===== src/rtl/pwm_reload_pkg.sv =====
package pwm_reload_pkg;

    localparam int CNT_W    = 16;
    localparam int PRSC_W   = 3;
    localparam int DIV_W    = (1 << PRSC_W) - 1;
    localparam int NUM_DT   = 2;
    localparam int ADDR_W   = 2;

    localparam int BIT_HALF = 3;
    localparam int BIT_FULL = 4;
    localparam int BIT_MODE = 5;

    typedef enum logic [ADDR_W-1:0] {
        SEL_CTRL = 2'd0,
        SEL_INIT = 2'd1,
        SEL_MID  = 2'd2,
        SEL_TOP  = 2'd3
    } reg_sel_e;

    typedef struct packed {
        logic immediate;
        logic full_en;
        logic half_en;
    } ctrl_t;

    typedef struct packed {
        logic [CNT_W-1:0]  init;
        logic [CNT_W-1:0]  mid;
        logic [CNT_W-1:0]  top;
        logic [PRSC_W-1:0] prsc;
    } timing_t;

    function automatic logic [DIV_W-1:0] div_limit(input logic [PRSC_W-1:0] code);
        return DIV_W'((1 << code) - 1);
    endfunction

endpackage


===== src/rtl/pwm_prescaler.sv =====
module pwm_prescaler
    import pwm_reload_pkg::*;
(
    input  logic              clk,
    input  logic              rst,
    input  logic [PRSC_W-1:0] code,
    input  logic              restart,
    output logic              tick
);
    logic [DIV_W-1:0] div_q;

    assign tick = (div_q == div_limit(code));

    always_ff @(posedge clk) begin
        if (rst || restart || tick) begin
            div_q <= '0;
        end else begin
            div_q <= div_q + DIV_W'(1);
        end
    end
endmodule


===== src/rtl/pwm_counter.sv =====
module pwm_counter
    import pwm_reload_pkg::*;
(
    input  logic             clk,
    input  logic             rst,
    input  logic             tick,
    input  timing_t          live,
    output logic [CNT_W-1:0] cnt,
    output logic             half_hit,
    output logic             full_hit
);
    logic at_top;

    assign at_top   = (cnt >= live.top);
    assign full_hit = tick && at_top;
    assign half_hit = tick && (cnt == live.mid);

    always_ff @(posedge clk) begin
        if (rst) begin
            cnt <= '0;
        end else if (tick) begin
            cnt <= at_top ? live.init : cnt + CNT_W'(1);
        end
    end
endmodule


===== src/rtl/pwm_shadow_regs.sv =====
module pwm_shadow_regs
    import pwm_reload_pkg::*;
(
    input  logic              clk,
    input  logic              rst,
    input  logic              wr_en,
    input  logic [ADDR_W-1:0] wr_addr,
    input  logic [CNT_W-1:0]  wr_data,
    input  logic              ldok_arm,
    input  logic              half_hit,
    input  logic              full_hit,
    output ctrl_t             ctrl,
    output timing_t           staged,
    output timing_t           live,
    output logic              ldok,
    output logic              load
);
    logic any_en;
    logic point_hit;

    assign any_en    = ctrl.half_en || ctrl.full_en;
    assign point_hit = (ctrl.half_en && half_hit) || (ctrl.full_en && full_hit);
    assign load      = ldok && any_en && (ctrl.immediate || point_hit);

    always_ff @(posedge clk) begin
        if (rst) begin
            ctrl   <= '0;
            staged <= '0;
            live   <= '0;
            ldok   <= 1'b0;
        end else begin
            if (wr_en) begin
                case (reg_sel_e'(wr_addr))
                    SEL_CTRL: begin
                        ctrl.half_en   <= wr_data[BIT_HALF];
                        ctrl.full_en   <= wr_data[BIT_FULL];
                        ctrl.immediate <= wr_data[BIT_MODE];
                        if (!ldok) begin
                            staged.prsc <= wr_data[PRSC_W-1:0];
                        end
                    end
                    SEL_INIT: staged.init <= wr_data;
                    SEL_MID:  staged.mid  <= wr_data;
                    SEL_TOP:  staged.top  <= wr_data;
                    default:  ;
                endcase
            end
            if (load) begin
                live <= staged;
            end
            if (ldok_arm) begin
                ldok <= 1'b1;
            end else if (load) begin
                ldok <= 1'b0;
            end
        end
    end
endmodule


===== src/rtl/pwm_dt_sampler.sv =====
module pwm_dt_sampler
    import pwm_reload_pkg::*;
(
    input  logic              clk,
    input  logic              rst,
    input  logic              ext_in,
    input  logic [NUM_DT-1:0] strobe,
    output logic [NUM_DT-1:0] stat
);
    always_ff @(posedge clk) begin
        if (rst) begin
            stat <= '0;
        end else begin
            for (int i = 0; i < NUM_DT; i++) begin
                if (strobe[i]) begin
                    stat[i] <= ext_in;
                end
            end
        end
    end
endmodule


===== src/rtl/pwm_reload_core.sv =====
module pwm_reload_core
    import pwm_reload_pkg::*;
(
    input  logic              clk,
    input  logic              rst,
    input  logic              wr_en,
    input  logic [ADDR_W-1:0] wr_addr,
    input  logic [CNT_W-1:0]  wr_data,
    input  logic              ldok_arm,
    input  logic              ext_in,
    input  logic [NUM_DT-1:0] dt_done,
    output logic [CNT_W-1:0]  cnt,
    output logic              ldok,
    output logic              reload,
    output logic [PRSC_W-1:0] prsc_staged,
    output logic [PRSC_W-1:0] prsc_live,
    output logic [NUM_DT-1:0] dt_stat
);
    ctrl_t   ctrl;
    timing_t staged;
    timing_t live;
    logic    tick;
    logic    half_hit;
    logic    full_hit;

    pwm_shadow_regs u_regs (
        .clk      (clk),
        .rst      (rst),
        .wr_en    (wr_en),
        .wr_addr  (wr_addr),
        .wr_data  (wr_data),
        .ldok_arm (ldok_arm),
        .half_hit (half_hit),
        .full_hit (full_hit),
        .ctrl     (ctrl),
        .staged   (staged),
        .live     (live),
        .ldok     (ldok),
        .load     (reload)
    );

    pwm_prescaler u_div (
        .clk     (clk),
        .rst     (rst),
        .code    (live.prsc),
        .restart (reload),
        .tick    (tick)
    );

    pwm_counter u_cnt (
        .clk      (clk),
        .rst      (rst),
        .tick     (tick),
        .live     (live),
        .cnt      (cnt),
        .half_hit (half_hit),
        .full_hit (full_hit)
    );

    pwm_dt_sampler u_dt (
        .clk    (clk),
        .rst    (rst),
        .ext_in (ext_in),
        .strobe (dt_done),
        .stat   (dt_stat)
    );

    assign prsc_staged = staged.prsc;
    assign prsc_live   = live.prsc;
endmodule


===== config.mk =====
export PLATFORM = sky130hd
export DESIGN_NAME = pwm_reload_core
export DESIGN_NICKNAME = d
export VERILOG_FILES = /design/src/rtl/pwm_reload_pkg.sv /design/src/rtl/pwm_prescaler.sv /design/src/rtl/pwm_counter.sv /design/src/rtl/pwm_shadow_regs.sv /design/src/rtl/pwm_dt_sampler.sv /design/src/rtl/pwm_reload_core.sv
export SDC_FILE = /design/constraint.sdc
export NUM_CORES = 1
export LEC_CHECK = 0
export BUFFER_PORTS_ARGS = -buffer_cell sky130_fd_sc_hd__buf_2
export CAP_MARGIN = 20
export CORE_ASPECT_RATIO = 1.2
export CORE_UTILIZATION = 40
export DETAILED_ROUTE_END_ITERATION = 8
export PLACE_DENSITY_LB_ADDON = 0.25
export SYNTH_ARGS = -nofsm -noshare
export SYNTH_HDL_FRONTEND = slang
export SYNTH_SLANG_ARGS = --single-unit

===== constraint.sdc =====
create_clock -name clk -period 7.8 [get_ports clk]
set_clock_uncertainty 0.15 [all_clocks]
set_input_delay 1.56 -clock clk [delete_from_list [all_inputs] [get_ports clk]]
set_output_delay 1.56 -clock clk [all_outputs]
set_load 0.05 [all_outputs]

# Word level (Yosys, flattened, before mapping)
# Cells that the tools add are included.
[op_classes] reduce_logical=18 eq_ne=5 bitwise=1 shift=1 mux=3 add_sub_neg=3 n_lt_le_gt_ge=1
[ops] op="$add 16x1->16 const B" count=1
[ops] op="$eq 16x16->1" count=1
[ops] op="$ge 16x16->1" count=1
[ops] op="$mux 16" count=1
[ops] op="$reduce_and 2->1" count=4
[ops] op="$add 7x1->7 const B" count=1
[ops] op="$eq 7x7->1" count=1
[ops] op="$shl 1x3->7 const A" count=1
[ops] op="$sub 7x2->7 const B" count=1
[ops] op="$logic_and 1x1->1" count=6
[ops] op="$logic_or 1x1->1" count=5
[ops] op="$eq 2x2->1 const B" count=2
[ops] op="$reduce_and 3->1" count=1
[ops] op="$eq 2x1->1 const B" count=1
[ops] op="$logic_not 2->1" count=1
[ops] op="$mux 1" count=2
[ops] op="$reduce_bool 2->1" count=1
[ops] op="$not 1->1" count=1
[word_totals] reg_bits=131 in_bits=25

# Depth between registers and ports, before layout
# Gate-level depths: netlist of run 1.
[depth] ltp_word=10 ltp_mapped=10 depth_no_buf=8

# Cells and area by module
# Synthesis of run 1 repeated with hierarchy kept, for this count alone.
[hier_totals] cells_unflattened=789 hier_area_um2=6670.1
[modules_own_cells] module="pwm_shadow_regs" cells_each=525 n_inst=1 seq_area_each_um2=2122.0 area_each_um2=4533.1
[modules_own_cells] module="pwm_counter" cells_each=208 n_inst=1 seq_area_each_um2=320.3 area_each_um2=1609.0
[modules_own_cells] module="pwm_prescaler" cells_each=50 n_inst=1 seq_area_each_um2=140.1 area_each_um2=460.4
[modules_own_cells] module="pwm_dt_sampler" cells_each=6 n_inst=1 seq_area_each_um2=40.0 area_each_um2=67.6

# Worst setup path before layout of run 1
# Ideal clock, no wire load.
[synth_timing] path_type="reg2out" start="register u_cnt.cnt[0]" end="output port reload" n_path_buf=2 stages_incl_launch_ff=10 arrival_ns=2.591 path_slack_ns=3.499 cell_sequence="dfxtp_1 -> inv_1 -> ha_1 -> nand2b_1 -> a2111o_1 -> and4_1 -> buf_2 -> o31ai_4 -> a221oi_4 -> buf_4"
[synth_via] elab_chain_cells=6
[synth_lines] item="start: declaration" line="pwm_counter.sv:8" text="output logic [CNT_W-1:0] cnt,"
[synth_lines] item="start signal: assignment" line="pwm_counter.sv:22" text="cnt <= at_top ? live.init : cnt + CNT_W'(1);"
[synth_lines] item="$ge 16x16->1 / $eq 16x16->1 (equally long branches)" line="pwm_counter.sv:14, pwm_counter.sv:16"
[synth_lines] item="$logic_and 1x1->1, on equally long branches" line="pwm_counter.sv:15, pwm_counter.sv:16"
[synth_lines] item="$logic_and 1x1->1" line="pwm_shadow_regs.sv:22" text="assign point_hit = (ctrl.half_en && half_hit) || (ctrl.full_en && full_hit);"
[synth_lines] item="$logic_or 1x1->1 *" line="pwm_shadow_regs.sv:22"
[synth_lines] item="$logic_or 1x1->1 *" line="pwm_shadow_regs.sv:23" text="assign load = ldok && any_en && (ctrl.immediate || point_hit);"
[synth_lines] item="$logic_and 1x1->1 *" line="pwm_shadow_regs.sv:23"
[synth_lines] item="end: declaration" line="pwm_reload_core.sv:14" text="output logic reload,"
# Every way passes the cells marked *; elsewhere a longest branch is shown, timed or not.

# Worst setup path after layout of run 1
[layout_timing] start="register u_cnt.cnt[13]" end="output port reload"
# The elaborated chain is that of the path after synthesis.

==> metrics.log, run 1 <==
[metrics] effective utilization at floorplan: approximately 41%
[metrics] internal power: 1430 µW
[metrics] power density over the cells: around 270 nW/µm²
[metrics] clk sink count: 131
[metrics] number of distinct library cells after synthesis: 52
[metrics] element type at the critical path start: flip-flop
[metrics] number of antenna violations at the first check in global routing: 0
[metrics] port buffer count: 50
[metrics] worst min-delay path class: flip-flop to flip-flop
[metrics] Sw Share: 29.8%
[metrics] Netlist Area Pre-Place: around 6500 µm²
[metrics] crit path DAT: approximately 3.7 ns
[metrics] post-DR wirelength/cell: 16.5 µm
[metrics] TritonCTS Buffers: 17
[metrics] Post-CTS Setup Repair Bufs: 0
[metrics] Overflow after GRT: 0
[metrics] required time of the worst setup path: just over 6 ns
[metrics] routed via count: 5322
[metrics] most area-consuming cells after synthesis: dfxtp_1 40%, nand2b_1 11%, mux2i_1 9.2%
[metrics] Largest stage delay, worst path: 0.95 ns
[metrics] Synth Area per Inst: 8.55 µm²
[metrics] kind of cell adding the most delay to the critical path: simple AND/OR/NAND/NOR gates
[metrics] maximum clock path buffer count: 2
[metrics] worst slew margin relative to its limit: 29.4%
[metrics] gate count after technology mapping: 761
[metrics] RSZ-0062 raised after global routing: no
[metrics] Clock Tree Root: clkbuf_16
[metrics] status: complete, no violations
[metrics] share of final-layout standard cells stronger than drive strength 1: a little under an eighth
[metrics] part of the power in combinational logic: 21.4%
[metrics] wire length of the first global-routing pass: 26.9 mm
[metrics] leakage dissipation: 0.00255 µW
[metrics] vertical die dimension: 142 µm
[metrics] routed via count divided by cell count: between 5 and 6
[metrics] clock latency of the later-clocked register in the worst-skew pair: 0.41 ns
[metrics] yosys synthesis warning count: 0
[metrics] number of gates given a new drive strength after cts: 0
[metrics] most frequent cells after synthesis: 131 x dfxtp_1, 114 x nand2_1, 111 x nand2b_1, 65 x a21oi_1, 60 x mux2i_1
[metrics] category of the most critical setup path: flip-flop to output pin
[metrics] ys async rst share: 0%
[metrics] CP Capture Type: output pin
[metrics] TritonRoute pass-1 iters: 5
[metrics] DRC viols: 0
[metrics] crit-path cells: ha_1 > nand4_1 > nor3_2 > and4_1 > o31ai_4 > a221oi_4 > buf_4 > buf_2
[metrics] Final setup viols: 0
[metrics] worst-path maximum fanout: 28
[metrics] number of antenna repair diodes: 0
[metrics] sequential share of power: 35.1%
[metrics] slew at the pin closest to its max-slew limit: 1.06 ns
[metrics] number of placement rows: 50
[metrics] most frequent cell after synthesis: dfxtp_1
[metrics] TNS Setup: 0 ns
[metrics] CTS H-tree depth: 4
[metrics] total number of nets in the final design: roughly 820
[metrics] vias in the first global route: 4992
[metrics] slowest cell on the critical path: and4_1
[metrics] chip width: 118 µm
[metrics] power dissipated by switching net loads: 606 µW
[metrics] cts-stage hold buffer count: 0
[metrics] Fmax: ~0.18 GHz
[metrics] final number of max-transition violations: 0
[metrics] floorplan die area: roughly 17000 µm²
[metrics] Top FF cell, synth: dfxtp_1
[metrics] Max IR drop VDD: between 100 and 150 µV
[metrics] fraction of power consumed by the clock network: between 40% and 50%
[metrics] net count after synthesis: approximately 800
[metrics] proportion of synthesized chip area in sequential cells: about two fifths
[metrics] Post-synth EDFFs: 0
[metrics] final count of hold timing violations: 0
[metrics] fraction of synthesized cell area taken by the top area cell type: between 40% and 50%
[metrics] count of pins on the block boundary: 51
[metrics] Max Cap Violations: 0
[metrics] pin count of the biggest net entering global routing: 114
[metrics] number of buffers and inverters on the critical path: 2
[metrics] count of routing violations after the opening detailed-route iteration: between 300 and 400
[metrics] Filler Cells Inserted: 1537
[metrics] cell type with the highest aggregate area in the netlist: dfxtp_1
[metrics] standard cell core area: 15800 µm²
[metrics] overall routed net length: 16.4 mm
[metrics] number of flip-flops and latches in the synthesized netlist: 131
[metrics] area growth from synthesis to final layout: 14.6%
[metrics] total global routing track utilization: approximately 20%
[metrics] clock tree from TritonCTS: done
[metrics] total half-perimeter wirelength after legalization and detailed placement: 11.5 mm
[metrics] clock-pin slew on the worst setup and hold paths: 0.06 ns
[metrics] post-layout total power: 2030 µW
[metrics] RePlAce Congestion: about 0.87
[metrics] post-route minimum period: approximately 5.4 ns
[metrics] final critical-path share of the clock period: a little over two thirds
[metrics] count of antenna-violating nets left after detailed routing: 0
state kept, by name, indices dropped and copies added, names as in the netlist:
name / count
u_dt.stat: 2
u_regs.live: 51
u_regs.ctrl: 3
u_div.div_q: 7
u_cnt.cnt: 16
u_regs.staged: 51
u_regs.ldok: 1
routing by layer:
layer | track usage [%] | up-vias | part of all wire [%]
met4 | 10.1 | 0 | 2.8
met3 | 3.78 | 29 | 4.8
li1 | - | 2654 | -
met5 | 0 | - | 0
met1 | 28.1 | 2485 | 49
met2 | 30.7 | 154 | 44
cell type report:
class | count | area, µm² | area share, %
clock buffer | 23 | 488 | 6.54
timing repair buffer | 55 | 294 | 3.94
tap | 208 | 260 | 3.49
sequential | 131 | 2620 | 35.2
inverter | 25 | 93.8 | 1.26
multi-input combinational | 548 | 3520 | 47.3
clock inverter | 8 | 173 | 2.32
cells by family (layout without fill, tap and decap cells):
group | after synthesis | count (layout) | synth area share [%]
xor gates and xnor gates | 21 | 21 | 2.83
muxes | 60 | 60 | 9.23
and+or+nand+nor | 320 | 320 | 26.2
AOI/OAI and AO/OA | 129 | 129 | 12.4
DFF | 131 | 131 | 40.3
adders and majority gates | 18 | 18 | 3.46
buffers and inverters | 82 | 111 | 5.50
worst min-delay path, stage by stage, from the launching register on:
cell and delay [ns]:
dfxtp_1 0.31, nand2_1 0.05, a21oi_1 0.05
power groups by stage:
stage	clock network, µW	logic (µW)	registers, µW
after floorplan	0	309	757
after global placement	0	420	726
after detailed placement	0	430	728
after CTS	899	432	713
after global routing	928	475	717
final	886	435	713
path summary, 6_finish.rpt:
kind	start	endpoint	slack (ns)	cells past startpoint
max	u_cnt.cnt[13]	reload	2.37	8
min	u_regs.staged[21]	u_regs.staged[21]	0.30	2
max reg2reg	u_cnt.cnt[13]	u_regs.live[24]	3.75	9
min reg2reg	u_regs.staged[21]	u_regs.staged[21]	0.30	2
placed cells by master, fill, tap and decap left out, drive strengths merged, types with 16 or more instances in the layout:
cell | synthesis | layout
nand2 | 114 | 114
a21oi | 65 | 65
buf | 19 | 55
inv | 25 | 25
o21ai | 25 | 25
xnor2 | 17 | 17
nand4 | 16 | 16
nand2b | 111 | 111
nor2 | 16 | 16
mux2i | 60 | 60
dfxtp | 131 | 131
clkbuf | 38 | 23
nor4 | 23 | 23
ha | 18 | 18
through the flow:
step	worst slack [ns]	hold WS (ns)	utilization, %	cell area (µm²)	instances
final	2.37	0.304	47.3	7460	998
after global routing	2.16	0.324	47.3	7460	998
after CTS	2.36	0.305	47.3	7460	998
after detailed placement	2.83	0.297	43.1	6800	967
after global placement	2.91	0.294	43.0	6780	966
after floorplan	3.50	0.287	-	6500	761
No activity file was read; power rests on OpenSTA's default activity.
==> inputs of run 2 (changes only) <==
==> constraint.sdc (replaced) <==
create_clock -name clk -period 5 [get_ports clk]
set_clock_uncertainty 0.15 [all_clocks]
set_input_delay 1 -clock clk [delete_from_list [all_inputs] [get_ports clk]]
set_output_delay 1 -clock clk [all_outputs]
set_load 0.05 [all_outputs]
==> metrics.log, run 2 (synthesis results as in run 1) <==
[metrics] crit path DAT: around 3.1 ns
[metrics] wire length of the first global-routing pass: between 20 and 30 mm
[metrics] routed via count divided by cell count: ~5.3
[metrics] post-DR wirelength/cell: 16.7 µm
[metrics] worst-path maximum fanout: 28
[metrics] effective utilization at floorplan: 41.3%
[metrics] port buffer count: 50
[metrics] slowest cell on the critical path: a2111o_1
[metrics] standard cell core area: roughly 16000 µm²
[metrics] final critical-path share of the clock period: between 80% and 90%
[metrics] total global routing track utilization: 20.5%
[metrics] leading cell type in the layout, fill and taps excluded: dfxtp_1
[metrics] total number of nets in the final design: 825
[metrics] count of antenna-violating nets left after detailed routing: 0
[metrics] worst slew margin relative to its limit: 28.3%
[metrics] final number of max-transition violations: 0
[metrics] Fmax: 0.234 GHz
[metrics] crit-path cells: ha_1 > nand4_1 > nor3_1 > a2111o_1 > o31ai_4 > a221oi_4 > buf_2
[metrics] leakage dissipation: 0.00255 µW
[metrics] number of antenna repair diodes: 0
[metrics] element type at the critical path start: flip-flop
[metrics] kind of cell adding the most delay to the critical path: compound AO/OA/AOI/OAI gates
[metrics] vertical die dimension: 142 µm
[metrics] maximum clock path buffer count: 2
[metrics] post-route minimum period: 4.27 ns
[metrics] routed via count: 5304
[metrics] Overflow after GRT: 0
[metrics] number of placed cells counting well taps: 970
[metrics] registers with the most flip-flops: u_regs.live: 51 flops, u_regs.staged: 51 flops, u_cnt.cnt: 16 flops
[metrics] required time of the worst setup path: 3.85 ns
[metrics] number of antenna violations at the first check in global routing: 0
[metrics] pin count of the biggest net entering global routing: 143
[metrics] number of placement rows: 50
[metrics] TritonRoute pass-1 iters: 5
[metrics] clock tree from TritonCTS: done
[metrics] top library cells by usage in the layout, fill and taps aside: 131 x dfxtp_1, 114 x nand2_1, 111 x nand2b_1
[metrics] RePlAce Congestion: 0.806
[metrics] Max IR drop VDD: 230 µV
[metrics] floorplan die area: 16800 µm²
[metrics] Final setup viols: 0
[metrics] post-layout total power: between 3000 and 4000 µW
[metrics] TNS Setup: 0 ns
[metrics] status: complete, no violations
[metrics] count of routing violations after the opening detailed-route iteration: 471
[metrics] TritonCTS Buffers: 17
[metrics] Max Cap Violations: 0
[metrics] count of pins on the block boundary: ~50
[metrics] clock latency of the later-clocked register in the worst-skew pair: 0.41 ns
[metrics] Clock Tree Root: clkbuf_16
[metrics] area growth from synthesis to final layout: 14.3%
[metrics] vias in the first global route: 5059
[metrics] overall routed net length: between 15 and 20 mm
[metrics] core occupancy in the finished layout: 47.2%
[metrics] category of the most critical setup path: flip-flop to output pin
[metrics] number of gates given a new drive strength after cts: 0
[metrics] worst min-delay path class: flip-flop to flip-flop
[metrics] number of buffers and inverters on the critical path: 1
[metrics] chip width: 118 µm
[metrics] clock-pin slew on the worst setup and hold paths: 0.06 ns
[metrics] power density over the cells: 413 nW/µm²
[metrics] clk sink count: between 100 and 150
[metrics] Layout Cells excl Fill: 1003
[metrics] total half-perimeter wirelength after legalization and detailed placement: 11.3 mm
[metrics] final count of hold timing violations: 0
[metrics] slew at the pin closest to its max-slew limit: between 1 and 1.5 ns
[metrics] DRC viols: 0
[metrics] CTS H-tree depth: 4
[metrics] Post-CTS Setup Repair Bufs: 0
[metrics] cts-stage hold buffer count: 0
[metrics] RSZ-0062 raised after global routing: no
[metrics] CP Capture Type: output pin
[metrics] share of final-layout standard cells stronger than drive strength 1: about an eighth
[metrics] Largest stage delay, worst path: 0.82 ns
[metrics] Hold Slack: 0.304 ns
run 2: worst paths after layout:
path | to | from | cells after the start | slack (ns)
max reg2reg | u_regs.live[22] | u_cnt.cnt[13] | 8 | 1.21
max | reload | u_cnt.cnt[13] | 7 | 0.73
min reg2reg | u_regs.staged[40] | u_regs.staged[40] | 2 | 0.30
min | u_regs.staged[40] | u_regs.staged[40] | 2 | 0.30
run 2: routing by layer:
layer | wire (µm) | track usage, %
met3 | 896 | 3.78
met4 | 259 | 7.06
met5 | 0 | 0
met2 | 7680 | 32.6
met1 | 7880 | 27.8
run 2: worst min-delay path: cells and delay by family (launching register included):
| kind | cells | cell delay, ns |
|---|---|---|
| AOI/OAI and AO/OA | 1 | 0.05 |
| and+or+nand+nor | 1 | 0.05 |
| DFF | 1 | 0.31 |
run 2: report_power, final:
part | switching [µW] | total (µW) | internal (µW)
Clock | 505 | 1250 | 748
Sequential | 39.9 | 1120 | 1080
Combinational | 470 | 702 | 232
Total | 1010 | 3070 | 2060
run 2: layout make-up:
| class | count | area [µm²] |
|---|---|---|
| repair buffers | 59 | 340 |
| multi-input cells | 548 | 3520 |
| clock buffers | 17 | 425 |
| clock inverters | 15 | 171 |
| flip-flops and latches | 131 | 2620 |
| inverters | 25 | 93.8 |
| fillers | 1542 | 8330 |
| well taps | 208 | 260 |
run 2: metrics by stage:
| stage | worst slack (ns) | cell area, µm² |
|---|---|---|
| 6_report | 0.728 | 7440 |
| 5_1_grt | 0.503 | 7440 |
| 3_5_place_dp | 1.18 | 6810 |
| 2_1_floorplan | 1.26 | 6500 |
| 3_3_place_gp | 1.25 | 6810 |
| 4_1_cts | 0.723 | 7410 |
